**config.mk**
```make
export PLATFORM = sky130hd
export DESIGN_NAME = sig_patch_matcher
export DESIGN_NICKNAME = d
export VERILOG_FILES = /design/src/rtl/sig_match_pkg.sv /design/src/rtl/plat_flag_gen.sv /design/src/rtl/sig_entry_cmp.sv /design/src/rtl/ext_presence.sv /design/src/rtl/sig_patch_matcher.sv
export SDC_FILE = /design/constraint.sdc
export NUM_CORES = 1
export LEC_CHECK = 0
export CORE_UTILIZATION = 60
export CTS_BUF_LIST = sky130_fd_sc_hd__clkbuf_8
export CTS_CLUSTER_SIZE = 25
export DETAILED_ROUTE_END_ITERATION = 7
export PLACE_DENSITY = 0.83
export SLEW_MARGIN = 20
export SYNTH_ARGS = -nofsm -noshare
export SYNTH_HDL_FRONTEND = slang
export SYNTH_HIERARCHICAL = 1
export SYNTH_SLANG_ARGS = --single-unit
```
**constraint.sdc**
```tcl
create_clock -name clk -period 4.4 [get_ports clk]
set_input_delay 0.66 -clock clk [delete_from_list [all_inputs] [get_ports clk]]
set_output_delay 0.66 -clock clk [all_outputs]
set_load 0.01 [all_outputs]
```
**src/rtl/sig_match_pkg.sv**
```systemverilog
// Shared types and stream word positions for the signature patch matcher.
package sig_match_pkg;
    typedef enum logic [2:0] {
        ST_IDLE,
        ST_HDR,
        ST_XHDR,
        ST_ENT,
        ST_DONE
    } walk_state_e;

    // Header word positions decoded by the walker
    localparam int unsigned HDR_SIG_IDX   = 3;
    localparam int unsigned HDR_MASK_IDX  = 6;
    localparam int unsigned HDR_DSIZE_IDX = 7;
    localparam int unsigned HDR_TSIZE_IDX = 8;
    // Table prologue and entry lengths in words
    localparam int unsigned XHDR_WORDS    = 5;
    localparam int unsigned ENT_WORDS     = 3;
endpackage

```
**src/rtl/plat_flag_gen.sv**
```systemverilog
// Derives the one-hot platform flag from a field of the platform register word.
// Assumes ID_LSB + ID_W <= PREG_W. Purely combinational; clk/rst_n only guard checks.
module plat_flag_gen #(
    parameter int PREG_W = 32,
    parameter int ID_W   = 3,
    parameter int ID_LSB = 18,
    localparam int FLAG_W = 1 << ID_W
) (
    input  logic              clk,
    input  logic              rst_n,
    input  logic [PREG_W-1:0] preg_hi,
    input  logic              virt_present,
    output logic [FLAG_W-1:0] flag
);
    logic [ID_W-1:0] plat_id;

    // Select the identifier field, forced to zero under virtualisation
    always_comb begin
        plat_id = virt_present ? '0 : preg_hi[ID_LSB +: ID_W];
    end

    // Decode one flag bit per possible identifier value
    for (genvar i = 0; i < FLAG_W; i++) begin : g_dec
        assign flag[i] = (plat_id == ID_W'(i));
    end

    // the flag always carries exactly one set bit
    p_flag_onehot_r3: assert property (@(posedge clk) disable iff (!rst_n)
        $countones(flag) == 1);
    // virtualisation pins the flag to bit 0
    p_virt_flag_r4: assert property (@(posedge clk) disable iff (!rst_n)
        virt_present |-> flag == FLAG_W'(1));
endmodule

```
**src/rtl/sig_entry_cmp.sv**
```systemverilog
// Compares one signature candidate against the processor signature and flag.
// Assumes FLAG_W <= W; the mask bits above the flag width cannot match.
module sig_entry_cmp #(
    parameter int W      = 32,
    parameter int FLAG_W = 8
) (
    input  logic [W-1:0]      cpu_sig,
    input  logic [FLAG_W-1:0] cpu_flag,
    input  logic [W-1:0]      cand_sig,
    input  logic [W-1:0]      cand_mask,
    output logic              is_hit
);
    logic sig_eq;
    logic mask_ok;

    // Exact signature equality and mask acceptance (zero mask accepts all)
    always_comb begin
        sig_eq  = (cand_sig == cpu_sig);
        mask_ok = (cand_mask == '0) || (|(cand_mask[FLAG_W-1:0] & cpu_flag));
        is_hit  = sig_eq && mask_ok;
    end
endmodule

```
**src/rtl/ext_presence.sv**
```systemverilog
// Decides from the header size words whether an extended table follows.
// A zero data-size word selects the default data and total sizes.
module ext_presence #(
    parameter int W              = 32,
    parameter int HDR_BYTES      = 48,
    parameter int DEF_DATA_BYTES = 2000
) (
    input  logic         clk,
    input  logic         rst_n,
    input  logic [W-1:0] dsize_word,
    input  logic [W-1:0] tsize_word,
    output logic         has_ext
);
    localparam int SW = W + 2;
    localparam logic [SW-1:0] DEF_DATA  = SW'(DEF_DATA_BYTES);
    localparam logic [SW-1:0] DEF_TOTAL = SW'(DEF_DATA_BYTES + HDR_BYTES);

    logic [SW-1:0] eff_data;
    logic [SW-1:0] eff_total;

    // Resolve effective sizes and compare without overflow
    always_comb begin
        eff_data  = (dsize_word == '0) ? DEF_DATA  : SW'(dsize_word);
        eff_total = (dsize_word == '0) ? DEF_TOTAL : SW'(tsize_word);
        has_ext   = eff_total > (eff_data + SW'(HDR_BYTES));
    end

    // a default-sized image never reports a table
    p_default_noext_r6: assert property (@(posedge clk) disable iff (!rst_n)
        (dsize_word == '0) |-> !has_ext);
endmodule

```
**src/rtl/sig_patch_matcher.sv**
```systemverilog
// Streams an image header and optional extended signature table and reports
// whether the image applies to this processor. Assumes the feeder omits the
// data section and sends table words right after the header.
module sig_patch_matcher #(
    parameter int W              = 32,
    parameter int HDR_BYTES      = 48,
    parameter int DEF_DATA_BYTES = 2000,
    parameter int CNT_W          = 32,
    parameter int ID_W           = 3,
    parameter int ID_LSB         = 18,
    localparam int FLAG_W        = 1 << ID_W
) (
    input  logic              clk,
    input  logic              rst_n,
    input  logic [W-1:0]      cpu_sig,
    input  logic [W-1:0]      plat_reg_hi,
    input  logic              virt_present,
    input  logic              start,
    input  logic              beat_valid,
    input  logic [W-1:0]      beat_data,
    output logic [FLAG_W-1:0] plat_flag,
    output logic              done,
    output logic              hit
);
    import sig_match_pkg::*;

    localparam int HDR_WORDS = HDR_BYTES / 4;
    localparam int POS_W     = $clog2(HDR_WORDS + 1);
    localparam logic [POS_W-1:0] P_HDR_LAST = POS_W'(HDR_WORDS - 1);
    localparam logic [POS_W-1:0] P_SIG      = POS_W'(HDR_SIG_IDX);
    localparam logic [POS_W-1:0] P_MASK     = POS_W'(HDR_MASK_IDX);
    localparam logic [POS_W-1:0] P_DSIZE    = POS_W'(HDR_DSIZE_IDX);
    localparam logic [POS_W-1:0] P_TSIZE    = POS_W'(HDR_TSIZE_IDX);
    localparam logic [POS_W-1:0] P_XLAST    = POS_W'(XHDR_WORDS - 1);
    localparam logic [POS_W-1:0] P_ELAST    = POS_W'(ENT_WORDS - 1);

    walk_state_e      state;
    logic [POS_W-1:0] pos;
    logic [CNT_W-1:0] left;
    logic [W-1:0]     hdr_sig, hdr_mask, hdr_dsize, hdr_tsize, ent_sig;
    logic             done_q, hit_q;
    logic             take;
    logic             has_ext;
    logic [W-1:0]     cand_sig, cand_mask;
    logic             cand_hit;

    plat_flag_gen #(.PREG_W(W), .ID_W(ID_W), .ID_LSB(ID_LSB)) u_flag (
        .clk(clk), .rst_n(rst_n), .preg_hi(plat_reg_hi),
        .virt_present(virt_present), .flag(plat_flag)
    );

    ext_presence #(.W(W), .HDR_BYTES(HDR_BYTES), .DEF_DATA_BYTES(DEF_DATA_BYTES)) u_ext (
        .clk(clk), .rst_n(rst_n), .dsize_word(hdr_dsize),
        .tsize_word(hdr_tsize), .has_ext(has_ext)
    );

    // One comparator shared by the header candidate and the table entries
    always_comb begin
        cand_sig  = (state == ST_ENT) ? ent_sig   : hdr_sig;
        cand_mask = (state == ST_ENT) ? beat_data : hdr_mask;
    end

    sig_entry_cmp #(.W(W), .FLAG_W(FLAG_W)) u_cmp (
        .cpu_sig(cpu_sig), .cpu_flag(plat_flag), .cand_sig(cand_sig),
        .cand_mask(cand_mask), .is_hit(cand_hit)
    );

    // A beat counts only while a walk is in progress and no start is pending
    always_comb begin
        take = beat_valid && !start &&
               (state == ST_HDR || state == ST_XHDR || state == ST_ENT);
    end

    // Walk sequencer: header capture, table prologue, entry scan, verdict
    always_ff @(posedge clk) begin
        if (!rst_n) begin
            state     <= ST_IDLE;
            pos       <= '0;
            left      <= '0;
            hdr_sig   <= '0;
            hdr_mask  <= '0;
            hdr_dsize <= '0;
            hdr_tsize <= '0;
            ent_sig   <= '0;
            done_q    <= 1'b0;
            hit_q     <= 1'b0;
        end else if (start) begin
            state  <= ST_HDR;
            pos    <= '0;
            done_q <= 1'b0;
            hit_q  <= 1'b0;
        end else if (take) begin
            case (state)
                ST_HDR: begin
                    if (pos == P_SIG)   hdr_sig   <= beat_data;
                    if (pos == P_MASK)  hdr_mask  <= beat_data;
                    if (pos == P_DSIZE) hdr_dsize <= beat_data;
                    if (pos == P_TSIZE) hdr_tsize <= beat_data;
                    if (pos == P_HDR_LAST) begin
                        pos <= '0;
                        if (cand_hit) begin
                            state <= ST_DONE; done_q <= 1'b1; hit_q <= 1'b1;
                        end else if (has_ext) begin
                            state <= ST_XHDR;
                        end else begin
                            state <= ST_DONE; done_q <= 1'b1;
                        end
                    end else begin
                        pos <= pos + 1'b1;
                    end
                end
                ST_XHDR: begin
                    if (pos == '0) left <= CNT_W'(beat_data);
                    if (pos == P_XLAST) begin
                        pos <= '0;
                        if (left == '0) begin
                            state <= ST_DONE; done_q <= 1'b1;
                        end else begin
                            state <= ST_ENT;
                        end
                    end else begin
                        pos <= pos + 1'b1;
                    end
                end
                ST_ENT: begin
                    if (pos == '0) begin
                        ent_sig <= beat_data;
                        pos     <= pos + 1'b1;
                    end else if (pos == POS_W'(1)) begin
                        if (cand_hit) begin
                            state <= ST_DONE; done_q <= 1'b1; hit_q <= 1'b1;
                        end
                        pos <= pos + 1'b1;
                    end else if (pos == P_ELAST) begin
                        pos <= '0;
                        if (left == CNT_W'(1)) begin
                            state <= ST_DONE; done_q <= 1'b1;
                        end else begin
                            left <= left - 1'b1;
                        end
                    end
                end
                default: ;
            endcase
        end
    end

    assign done = done_q;
    assign hit  = hit_q;

    // a positive verdict is only ever shown together with done
    p_hit_needs_done_r8: assert property (@(posedge clk) disable iff (!rst_n)
        hit |-> done);
    // the verdict is held until the next start
    p_verdict_held_r11: assert property (@(posedge clk) disable iff (!rst_n)
        (done && !start) |=> (done && $stable(hit)));
    // start always clears the verdict on the next edge
    p_start_clears_r12: assert property (@(posedge clk) disable iff (!rst_n)
        start |=> (!done && !hit));
    // the walk never sits in the table with no entries left to scan
    p_left_nonzero_r10: assert property (@(posedge clk) disable iff (!rst_n)
        (state == ST_ENT) |-> (left != '0));
endmodule

```
==> flow_summary.yaml <==
floorplan:
  dieWidth_um: 138
  core_area_sq_um: 18000
  io_pins: 111
  die_h_um: 138
  initial_core_util: 0.616
  design.die.area_sq_um: 19000
  row_count: 49
critical_path:
  worstPathRequired_ps: 4820
  cpMaxStageDelayCell: "dfxtp_1"
  cp-end-kind: "flip-flop"
  crit_arrival_ps: 4570
  cp_num_buf_inv: 2
  regToRegSetupSlack_ps: 250
  startpoint_type: "flip-flop"
  cp_max_fo: 26
  worstPathCellList: "nor4_1 -> nand4_1 -> buf_4 -> nor2_2 -> buf_4 -> nor2b_1 -> ha_1 -> nand4_1 -> nor4_2 -> a221oi_1 -> a211oi_1 -> o22a_1 -> nor2b_1 -> o21ai_0 -> a31oi_1 -> nor2_1 -> o21a_1"
  crit_family: "simple AND/OR/NAND/NOR gates"
  cp_slowest_stage_delay_ps: 350
  critical_path_class: "flip-flop to flip-flop"
timing:
  setup_tns_ps: 0
  period_minus_slack_ps: 4150
  tightest_slew_ps: 774
  worst_slack_ps: 245
  min_period_over_period: 0.944
  max_freq_ghz: 0.241
  setup_viol: 0
  skew_ps: 26.7
  hold_viol_final: 0
  grt_setup_unrepaired: "false"
  drv_slew: 0
  slew_headroom: 0.479
grt:
  grt_first_pass_wirelength_um: 52200
  grt_max_degree: 70
  grt.overflow.total: 0
  grt_antenna_before_repair: 1
  track_usage: 0.355
  grt_pass1_vias: 10100
clock_network:
  clk_latency_ps: 550
  htreeDepth: 2
  cts_tree: "done"
  cts_buffers: 35
  clkSinkCount: 201
  clk_pin_slew_ps: 60
  clock_path_buffers: 3
  cts-root-buf: "clkbuf_8"
logic_synthesis:
  ys_top_cells_by_area: "dfxtp_1 (36%), nand2_1 (20%), a21oi_1 (9.7%)"
  synth_seq_cells: 201
  synth_top_area_frac: 0.363
  synth_top_area_cell: "dfxtp_1"
  avgSynthCellArea_sq_um: 7.01
  synth_edf_count: 0
  synth_ff_type: "dfxtp_1"
  synth.distinct_cells: 67
  async_reset_ff_frac: 0
  syn_nets: 1723
  syn_area_sq_um: 11100
  ys.warnings.count: 6
  netlist_instances: 1583
  yosysSeqAreaShare: 0.363
place:
  pre_cts_ws_ps: 288
  dpl.hpwl_um: 22500
  portBuffers: 81
  place_congestion: 0.978
detailed_routing:
  firstDrtPassIters: 7
  drt-initial-drc-count: 1199
  viasPerCell: 6.06
  wire_per_inst_um: 17.9
  ant_nets: 0
  routed_wl_um: 34100
  route.detailed.drc: 0
  num_vias: 11500
power:
  combPwrFrac: 0.061
  p_seq_frac: 0.469
  p_per_area_nw_per_um2: 300
  clockPowerShare: 0.470
  switching_share: 0.239
  power_leakage_nw: 4.84
  peakVddDrop_uv: 289
  p_int_mw: 2.96
  p_sw_mw: 0.929
layout:
  diodes: 0
  layout-drive-gt1-share: 0.0759
  fillCellCount: 1504
  nNetsFinal: 1790
  syn_to_final_growth_pct: 16.7
  final_core_util: 0.718
outcome:
  status: "finished, final reports clean"
worst_hold_path:
  min_path_type: "flip-flop to flip-flop"
flow_run:
  drv_cap: 0
==> per-layer routing <==
| metal | share of wire | up-vias | track usage |
|---|---|---|---|
| li1 | - | 5513 | - |
| met1 | 0.39 | 5369 | 0.449 |
| met2 | 0.46 | 519 | 0.556 |
| met3 | 0.092 | 120 | 0.0760 |
| met4 | 0.056 | 0 | 0.209 |
| met5 | 0 | - | 0 |
==> stage by stage <==
stage	cells	total power, mW	instance area [sq um]	hold slack (ps)
2_1_floorplan	1583	1.93	11100	432
6_report	1902	3.89	12900	449
3_3_place_gp	1841	2.09	12200	437
4_1_cts	1901	3.89	12900	451
3_5_place_dp	1841	2.09	12200	442
5_1_grt	1902	3.98	12900	467
==> state kept, by name, indices dropped and copies added (netlist names) <==
signal,count
hdr_tsize,32
state,3
done,1
hit,1
ent_sig,32
pos,4
hdr_sig,32
hdr_mask,32
left,32
hdr_dsize,32
==> power by group through the flow <==
stage | combinational, mW | clock, mW | sequential [mW]
floorplan | 0.0663 | 0 | 1.86
global placement | 0.228 | 0 | 1.86
detailed placement | 0.229 | 0 | 1.86
CTS | 0.230 | 1.84 | 1.82
global route | 0.244 | 1.92 | 1.82
finish | 0.237 | 1.83 | 1.82
==> tightest hold or removal path: stages, from the launching register on <==
cell and delay, ps:
dfxtp_1 300, nand2_1 50, a21oi_1 50
==> cell usage in the layout (no fill, tap or decap), types with 5 or more instances in the layout <==
cell and n:
nand2_1 582, a32o_1 6, nor4_1 28, clkbuf_8 45
buf_4 46, o211ai_1 7, o21ai_0 40, a21oi_1 214
xnor2_1 36, o21a_1 6, ha_1 39, clkdlybuf4s50_1 81
nor2b_1 37, or3_1 8, nand4_1 35, nand3_1 31
inv_1 20, dfxtp_1 201, a31oi_1 8, nand2b_1 12
nor3_1 18, nor2_1 43, o31ai_1 8, or4_1 5
and3_1 16, xor2_1 21
==> Yosys cell counts (all sizes together), types with 3 or more instances <==
cell type,number
nand3b,3
nand4,35
a221oi,5
a21oi,215
nor4,33
clkbuf,88
o21ai,41
nor3b,3
dfxtp,201
o31ai,8
nor3,18
nand2,583
xor2,21
nor2b,37
nor2,46
o22ai,3
buf,13
and3,16
o211ai,7
or4,8
nand3,31
o21a,6
a22oi,4
a32o,6
xnor2,36
inv,12
a31oi,8
or2,4
or3,8
a21o,4
ha,39
nand2b,12
==> worst paths after layout <==
check	startpoint	to	cells past startpoint
max	hdr_dsize[20]$_SDFFE_PN0P_	done$_SDFFE_PP0P_	17
min	hdr_tsize[1]$_SDFFE_PN0P_	hdr_tsize[1]$_SDFFE_PN0P_	2
max reg2reg	hdr_dsize[20]$_SDFFE_PN0P_	done$_SDFFE_PP0P_	17
min reg2reg	hdr_tsize[1]$_SDFFE_PN0P_	hdr_tsize[1]$_SDFFE_PN0P_	2
==> kinds of logic (layout without fill, tap and decap cells) <==
group / after synthesis / after routing / share of synthesized area
AO/OA/AOI/OAI: 328 / 328 / 0.170
XOR/XNOR: 57 / 57 / 0.0450
adder cells (fa/ha/maj): 39 / 39 / 0.0440
buffers and inverters: 113 / 203 / 0.0425
flip-flops: 201 / 201 / 0.363
AND/OR/NAND/NOR: 845 / 845 / 0.336
==> cell type report <==
type,count,area [sq um],area share
Clock buffer,45,619,0.0478
Clock inverter,15,123,0.00947
Inverter,12,47.5,0.00367
Multi-Input combinational cell,1269,6620,0.511
Sequential cell,201,4020,0.311
Tap cell,229,287,0.0221
Timing Repair Buffer,131,1230,0.0948
==> timing repair <==
item                       4_1_cts  5_1_grt
setup endpoints to repair        0        3
hold buffers                     0        0
buffers inserted                 0        1
gates resized for setup          0        2
Power figures use the tool's default switching activity.
